[config.mk]
export PLATFORM = sky130hd
export DESIGN_NAME = ppf_prefetch
export DESIGN_NICKNAME = d
export VERILOG_FILES = /design/src/rtl/ppf_pkg.sv /design/src/rtl/ppf_fifo.sv /design/src/rtl/ppf_fetch_fsm.sv /design/src/rtl/ppf_prefetch.sv
export SDC_FILE = /design/constraint.sdc
export NUM_CORES = 1
export LEC_CHECK = 0
export CAP_MARGIN = 20
export CORE_MARGIN = 5
export CORE_UTILIZATION = 44
export DETAILED_ROUTE_END_ITERATION = 16
export GPL_ROUTABILITY_DRIVEN = 0
export PLACE_DENSITY = 0.79
export SETUP_SLACK_MARGIN = 0.2
export SYNTH_ARGS = -nofsm -noshare
export SYNTH_HDL_FRONTEND = slang
export SYNTH_SLANG_ARGS = --single-unit
[constraint.sdc]
create_clock -name clk -period 2.6 [get_ports clk]
set_input_delay 0.26 -clock clk [delete_from_list [all_inputs] [get_ports clk]]
set_output_delay 0.26 -clock clk [all_outputs]
set_load 0.01 [all_outputs]
[src/rtl/ppf_pkg.sv]
package ppf_pkg;

    localparam int PAGE_BITS = 12;

    typedef enum logic [1:0] {
        S_IDLE  = 2'd0,
        S_FETCH = 2'd1,
        S_HALT  = 2'd2
    } fetch_state_t;

endpackage

[src/rtl/ppf_fifo.sv]
module ppf_fifo #(
    parameter int WIDTH = 32,
    parameter int DEPTH = 2
) (
    input  logic             clk,
    input  logic             rst_n,
    input  logic             push,
    input  logic [WIDTH-1:0] din,
    input  logic             pop,
    output logic [WIDTH-1:0] dout,
    output logic             empty,
    output logic             room
);
    localparam int PTR_W = (DEPTH > 1) ? $clog2(DEPTH) : 1;
    localparam int CNT_W = $clog2(DEPTH + 1);
    localparam logic [PTR_W-1:0] LAST_SLOT = PTR_W'(DEPTH - 1);
    localparam logic [CNT_W-1:0] FULL_CNT  = CNT_W'(DEPTH);

    logic [WIDTH-1:0] mem [DEPTH];
    logic [PTR_W-1:0] wp, rp;
    logic [CNT_W-1:0] count;
    logic             pop_ok;

    function automatic logic [PTR_W-1:0] step(input logic [PTR_W-1:0] p);
        return (p == LAST_SLOT) ? '0 : p + 1'b1;
    endfunction

    assign pop_ok = pop && (count != '0);
    assign dout   = mem[rp];
    assign empty  = (count == '0);
    assign room   = (count < FULL_CNT);

    always_ff @(posedge clk) begin
        if (push) begin
            mem[wp] <= din;
        end
    end

    always_ff @(posedge clk or negedge rst_n) begin
        if (!rst_n) begin
            wp    <= '0;
            rp    <= '0;
            count <= '0;
        end else begin
            if (push)   wp <= step(wp);
            if (pop_ok) rp <= step(rp);
            unique case ({push, pop_ok})
                2'b10:   count <= count + 1'b1;
                2'b01:   count <= count - 1'b1;
                default: count <= count;
            endcase
        end
    end

    a_r9_no_overflow: assert property (@(posedge clk) disable iff (!rst_n)
        push |-> (count < FULL_CNT));

    a_r10_empty_pop_ignored: assert property (@(posedge clk) disable iff (!rst_n)
        (pop && (count == '0) && !push) |=> (count == '0));

endmodule

[src/rtl/ppf_fetch_fsm.sv]
module ppf_fetch_fsm
    import ppf_pkg::*;
#(
    parameter int IDX_W = 4
) (
    input  logic             clk,
    input  logic             rst_n,
    input  logic             lim_wr,
    input  logic [IDX_W-1:0] lim_data,
    input  logic             sw_attn_wr,
    input  logic             sw_attn_data,
    input  logic             room,
    input  logic             rsp_valid,
    output logic             fetch_req,
    output logic [IDX_W-1:0] fetch_idx,
    output logic             push,
    output logic             attn
);
    localparam logic [IDX_W-1:0] ONE = IDX_W'(1);

    fetch_state_t     state, nxt;
    logic [IDX_W-1:0] ptr, lim;
    logic             accept;
    logic             at_limit;

    assign at_limit = (ptr == lim);
    assign accept   = (state == S_FETCH) && rsp_valid;

    always_ff @(posedge clk or negedge rst_n) begin
        if (!rst_n) state <= S_IDLE;
        else        state <= nxt;
    end

    always_comb begin
        nxt = state;
        unique case (state)
            S_IDLE: begin
                if (at_limit)  nxt = S_HALT;
                else if (room) nxt = S_FETCH;
            end
            S_FETCH: if (rsp_valid) nxt = S_IDLE;
            S_HALT:  if (!at_limit) nxt = S_IDLE;
            default: nxt = S_IDLE;
        endcase
    end

    always_comb begin
        fetch_req = (state == S_FETCH);
        fetch_idx = ptr;
        push      = accept;
    end

    always_ff @(posedge clk or negedge rst_n) begin
        if (!rst_n) begin
            ptr  <= '0;
            lim  <= '0;
            attn <= 1'b1;
        end else begin
            if (lim_wr) lim <= lim_data;
            if (accept) begin
                ptr  <= ptr + ONE;
                attn <= (ptr == lim - ONE);
            end
        end
    end

    a_r2_req_start_ok: assert property (@(posedge clk) disable iff (!rst_n)
        $rose(fetch_req) |-> (room && (fetch_idx != lim)));

    a_r3_idx_held: assert property (@(posedge clk) disable iff (!rst_n)
        (fetch_req && !rsp_valid) |=> (fetch_req && $stable(fetch_idx)));

    a_r7_attn_only_on_accept: assert property (@(posedge clk) disable iff (!rst_n)
        ((sw_attn_wr || sw_attn_data || !sw_attn_wr) && !(fetch_req && rsp_valid))
            |=> $stable(attn));

    a_r8_no_req_at_limit: assert property (@(posedge clk) disable iff (!rst_n)
        (at_limit && !fetch_req) |=> !fetch_req);

endmodule

[src/rtl/ppf_prefetch.sv]
module ppf_prefetch
    import ppf_pkg::*;
#(
    parameter int IDX_W     = 4,
    parameter int ADDR_W    = 32,
    parameter int BUF_DEPTH = 2
) (
    input  logic              clk,
    input  logic              rst_n,
    input  logic              lim_wr,
    input  logic [IDX_W-1:0]  lim_data,
    input  logic              sw_attn_wr,
    input  logic              sw_attn_data,
    output logic              fetch_req,
    output logic [IDX_W-1:0]  fetch_idx,
    input  logic              rsp_valid,
    input  logic [ADDR_W-1:0] rsp_addr,
    input  logic              pg_pop,
    output logic [ADDR_W-1:0] pg_addr,
    output logic              pg_stall,
    output logic              low_space_attn
);
    localparam logic [ADDR_W-1:0] OFS_MASK = ADDR_W'((1 << PAGE_BITS) - 1);

    logic              room;
    logic              push;
    logic [ADDR_W-1:0] page_aligned;

    assign page_aligned = rsp_addr & ~OFS_MASK;

    ppf_fetch_fsm #(.IDX_W(IDX_W)) u_fsm (
        .clk          (clk),
        .rst_n        (rst_n),
        .lim_wr       (lim_wr),
        .lim_data     (lim_data),
        .sw_attn_wr   (sw_attn_wr),
        .sw_attn_data (sw_attn_data),
        .room         (room),
        .rsp_valid    (rsp_valid),
        .fetch_req    (fetch_req),
        .fetch_idx    (fetch_idx),
        .push         (push),
        .attn         (low_space_attn)
    );

    ppf_fifo #(.WIDTH(ADDR_W), .DEPTH(BUF_DEPTH)) u_buf (
        .clk   (clk),
        .rst_n (rst_n),
        .push  (push),
        .din   (page_aligned),
        .pop   (pg_pop),
        .dout  (pg_addr),
        .empty (pg_stall),
        .room  (room)
    );

    a_r11_attn_leaves_page: assert property (@(posedge clk) disable iff (!rst_n)
        $rose(low_space_attn) |-> !pg_stall);

endmodule

Word level (Yosys, flattened, before mapping)
Memory sizes are Yosys's and may differ from the RTL's.
Index checks and enable logic that the tools add are counted.
{"block": "word_totals", "input_bits": 43, "ram_bits": 40, "ff_bits": 15, "mem_count": 1, "output_inout_bits": 39, "elab_cells": 41}
{"block": "classes", "eq_ne": 9, "magnitude_cmp": 1, "reduce_logical": 7, "n_mux": 10, "n_addsub": 6}
{"name": "u_buf.mem", "depth": 2, "word_bits": 20, "rd": 1, "rd_ports_with_merged_regs": 0, "write_ports": 1, "line": "ppf_fifo.sv:19", "rtl": "logic [WIDTH-1:0] mem [DEPTH];"}
{"operator": "$eq A4 B4 Y1", "n": 2}
{"operator": "$mux W2", "n": 4}
{"operator": "$pmux W2 S3", "n": 1}
{"operator": "$add A4 B1 Y4 const B", "n": 1}
{"operator": "$eq A2 B1 Y1 const B", "n": 2}
{"operator": "$eq A2 B2 Y1 const B", "n": 2}
{"operator": "$logic_not A2 Y1", "n": 2}
{"operator": "$mux W1", "n": 4}
{"operator": "$pmux W2 S2", "n": 1}
{"operator": "$reduce_bool A2 Y1", "n": 2}
{"operator": "$sub A4 B1 Y4 const B", "n": 1}
{"operator": "$ne A3 B2 Y1 const B", "n": 1}
{"operator": "$reduce_and A3 Y1", "n": 1}
{"operator": "$add A1 B1 Y1 const B", "n": 2}
{"operator": "$add A2 B1 Y2 const B", "n": 1}
{"operator": "$logic_and A1 B1 Y1", "n": 2}
{"operator": "$lt A2 B2 Y1 const B", "n": 1}
{"operator": "$ne A2 B1 Y1 const B", "n": 1}
{"operator": "$ne A2 B2 Y1 const B", "n": 1}
{"operator": "$sub A2 B1 Y2 const B", "n": 1}

Logic depth before layout (Yosys ltp)
{"block": "depth", "ltp_word": 4, "depth_mapped": 7, "mapped_depth_nobuf": 6}

By module
Synthesis repeated with hierarchy kept, for this count alone.
{"block": "hier_totals", "hier_cells": 167, "area_unflattened_um2": 3190.6}
{"mod": "ppf_fifo", "n_inst": 1, "area_per_inst_um2": 2652.5, "seq_area_each_um2": 2021.9, "cells_each": 117}
{"mod": "ppf_fetch_fsm", "n_inst": 1, "area_per_inst_um2": 534.3, "seq_area_each_um2": 276.5, "cells_each": 49}
{"mod": "ppf_prefetch", "n_inst": 1, "area_per_inst_um2": 3.8, "seq_area_each_um2": 0.0, "cells_each": 1}

Least setup slack after synthesis
Ideal clock, no wire load.
{"block": "synth_path", "path_kind": "register to register", "start": "register u_fsm.state[1]", "end": "memory u_buf.mem[0][0] (netlist name) (enable)", "path_slack_ps": 428, "path_buffers": 1, "period_less_slack_ps": 2172, "stages_incl_launch_ff": 5, "required_time_ps": 2203, "setup_time_ps": 397, "t_arrival_ps": 1775, "path_cell_list": "dfrtp_1 > and3b_1 > clkbuf_1 > inv_1 > nor2_1"}
{"block": "synth_via", "elab_chain_cells": 4}
{"element": "from (decl)", "line": "ppf_fetch_fsm.sv:21", "rtl": "fetch_state_t state, nxt;"}
{"element": "from (signal assigned)", "line": "ppf_fetch_fsm.sv:31", "rtl": "else state <= nxt;"}
{"element": "$eq A2 B1 Y1", "line": "ppf_fetch_fsm.sv:27", "rtl": "assign accept = (state == S_FETCH) && rsp_valid;"}
{"element": "$logic_and A1 B1 Y1", "line": "ppf_fetch_fsm.sv:27"}
{"element": "$mux W1", "line": "ppf_fifo.sv:34", "rtl": "if (push) begin"}
{"element": "$mux W1 (implied by the code)", "line": "ppf_fifo.sv:35", "rtl": "mem[wp] <= din;"}
{"element": "to (decl)", "line": "ppf_fifo.sv:19"}
No other way between the ends.

Worst setup path in the final report
{"block": "layout_path", "start": "register u_buf.rp", "end": "output pg_addr[21]"}
{"block": "layout_via", "elab_chain_cells": 1}
{"element": "from (decl)", "line": "ppf_fifo.sv:20", "rtl": "logic [PTR_W-1:0] wp, rp;"}
{"element": "from (signal assigned)", "line": "ppf_fifo.sv:46", "rtl": "if (pop_ok) rp <= step(rp);"}
{"element": "$mem_v2 Z2 W20"}
{"element": "to (decl)", "line": "ppf_prefetch.sv:19", "rtl": "output logic [ADDR_W-1:0] pg_addr,"}
No other way between the ends.

==> impl_metrics.json <==
{
  "status": "finished, final reports clean",
  "groute.layer.met1.usage_pct": 13.9,
  "via_per_inst": 4.58,
  "p_sw_share_pct": 28.3,
  "ys_ff_latch": 55,
  "comb_power_share_pct": 36.4,
  "cts_tree": "built",
  "p_leak_nw": 1.11,
  "max_freq_mhz": 479,
  "p_switching_mw": 0.853,
  "clockBufferDepth": 2,
  "wl_mm": 3.92,
  "cp-start-kind": "flop",
  "gr-usage-met2_pct": 21.5,
  "initial_core_util_pct": 44.6,
  "hold_buffers": 0,
  "startpoint": "u_buf.rp$_DFFE_PN0P_",
  "end_kind": "output port",
  "drive_above_1_share_pct": 17.2,
  "port-buffer-count": 55,
  "ys_warn_count": 0,
  "dpl_cell_area_um2": 2860,
  "drv_cap": 0,
  "critPathMaxFanout": 20,
  "period_share_pct": 80.3,
  "post_cts_resized": 0,
  "clockRootBuffer": "clkbuf_8",
  "crit_buf_inv": 2,
  "synth_top_area_share_pct": 53.4,
  "final_core_util_pct": 59.4,
  "grt_max_degree": 21,
  "die_x_um": 81.5,
  "vdd_drop_max_mv": 0.488,
  "clock_latency_ns": 0.30,
  "track_usage_pct": 12.5,
  "top_usage_layer": "met2",
  "synth_async_sr_flop_share_pct": 27.3,
  "h-tree-depth": 2,
  "drt_iter0_drc": 48,
  "syn-cell-area_um2": 2250,
  "cp_top_family": "buffers and inverters",
  "wl_per_cell_um": 14.4,
  "grt_pass1_wl_mm": 6.10,
  "synthTopCellsByCount": "40 x edfxtp_1, 22 x mux2_2, 14 x dfrtp_1",
  "intPower_mw": 2.16,
  "ys.flop_type": "edfxtp_1",
  "syn_area_per_cell_um2": 15.9,
  "antenna_found_initial": 0,
  "fin_skew_ns": 0.00381,
  "die_h_um": 81.5,
  "hold_viol": 0,
  "coreArea_um2": 5040,
  "firstDrtPassIters": 3,
  "synthTopCellsByArea": "edfxtp_1 53%, dfrtp_1 16%, mux2_2 11%",
  "met3_usage_pct": 4.61,
  "rr_startpoint": "u_fsm.state[1]$_DFFE_PN0P_",
  "fin_nets": 248,
  "setup_viol": 0,
  "p_total_mw": 3.02,
  "power.density_nw_per_um2": 1010,
  "clkTransAtPathRegs_ns": 0.09,
  "drv_slew": 0,
  "overflow": 0,
  "rows": 26,
  "n_fill_cell": 402,
  "max_slew.worst_pin.slew_ns": 0.679,
  "synthCells": 141,
  "power_frac_seq_pct": 42.2,
  "critPathSlowestCell": "clkdlybuf4s50_1",
  "drt_drc_violations_left": 0,
  "yosysSeqAreaShare_pct": 70.2,
  "final-seq-area_um2": 1580,
  "numCtsBuffers": 5,
  "period_needed_ns": 2.09,
  "critical_path.max_stage_delay_ns": 0.49,
  "rsz0062_at_grt": "no",
  "tns_ns": 0,
  "cts_setup_buffers": 0,
  "post-synth-top-area-cell": "edfxtp_1",
  "hp-class": "primary input to async pin",
  "multi_input_area_um2": 598,
  "yosysMostFrequentCell": "edfxtp_1",
  "final_area_um2": 3000,
  "die_area_um2": 6640,
  "ant_nets": 0,
  "num_vias": 1249,
  "synth_edf_count": 40,
  "crit_type": "flop to output port",
  "grt_pass1_vias": 1346,
  "area_growth_pct": 33.3,
  "p_clk_share_pct": 21.4,
  "diodes": 0,
  "ys_types": 25,
  "slew_headroom_pct": 54.6,
  "cp.arrival_ns": 1.83,
  "dp.final_hpwl_mm": 2.78,
  "worstPathCellList": "buf_4 -> mux2_2 -> clkdlybuf4s50_1",
  "clkSinkCount": 55,
  "cp.required_ns": 2.34,
  "io_pins": 82
}
power by group through the flow:
stage	Combinational, mW	Clock, mW	Sequential [mW]
detailed placement	1.12	0	1.30
global route	1.20	0.701	1.30
floorplan	0.599	0	1.29
finish	1.10	0.644	1.27
global placement	1.09	0	1.29
CTS	1.12	0.663	1.28
final cells by class:
cell class / instances / share of cell area, %
flip-flops and latches: 55 / 52.7
multi-input cells: 78 / 20.0
repair buffers: 58 / 19.5
well taps: 70 / 2.92
clock buffers: 6 / 2.42
clock inverters: 2 / 2.00
inverters: 4 / 0.501
registers in the layout, summed over array words and instances, names as in the netlist:
signal / count
u_buf.count: 2
u_buf.mem: 40
u_buf.rp: 1
u_buf.wp: 1
u_fsm.attn: 1
u_fsm.fetch_idx: 4
u_fsm.lim: 4
u_fsm.state: 2
path summary, 6_finish.rpt:
kind	end	slack, ns	cells past startpoint
setup / recovery	pg_addr[21]	0.51	3
hold / removal	u_fsm.lim[2]$_DFFE_PN0P_	0.37	1
setup reg to reg	u_buf.count[1]$_DFFE_PN0P_	0.93	5
hold reg to reg	u_fsm.state[0]$_DFFE_PN0P_	0.46	1
max in group asynchronous	u_buf.count[0]$_DFFE_PN0P_	1.80	1
min in group clk	u_fsm.state[0]$_DFFE_PN0P_	0.46	1
layer usage:
| metal | up-vias | share of wire, % |
|---|---|---|
| met4 | 0 | 1.5 |
| met2 | 47 | 50 |
| met3 | 7 | 9.6 |
| met1 | 601 | 39 |
| li1 | 594 | - |
| met5 | - | 0 |
worst reg2reg max path, delay by kind of cell, from the launching register on:
kind,cells,cell delay (ns)
xor gates and xnor gates,1,0.15
adders and majority gates,1,0.36
buffers and inverters,1,0.20
DFF,1,0.40
and+or+nand+nor,2,0.49
stage by stage:
stage          hold WS [ns]  std cells  worst slack (ns)
3_5_place_dp          0.448        265             0.608
4_1_cts               0.377        273             0.469
6_report              0.366        273             0.512
2_1_floorplan       -0.0356        152             0.428
5_1_grt               0.407        273             0.408
3_3_place_gp          0.434        265             0.592
cells in the final DEF (no fill, tap or decap), types with 4 or more instances in the layout:
cell type,count
clkbuf_8,5
inv_1,4
xor2_1,9
edfxtp_1,40
nor2_1,4
dfrtp_1,14
mux2_2,22
conb_1,12
xnor2_1,6
nand2_1,7
clkdlybuf4s50_1,55
cells by family (layout without fill, tap and decap cells):
kind of cell             after synthesis  after routing  synth area share [%]
AND/OR/NAND/NOR                       21             21                  4.45
adder cells (fa/ha/maj)                3              3                  1.67
flip-flops                            55             55                  70.2
multiplexers                          22             22                  11.0
other                                  1             12                 0.167
AO/OA/AOI/OAI                          5              5                  1.39
XOR/XNOR                              15             15                  5.84
buffers and inverters                 19             70                  5.29
Power figures use the tool's default switching activity.
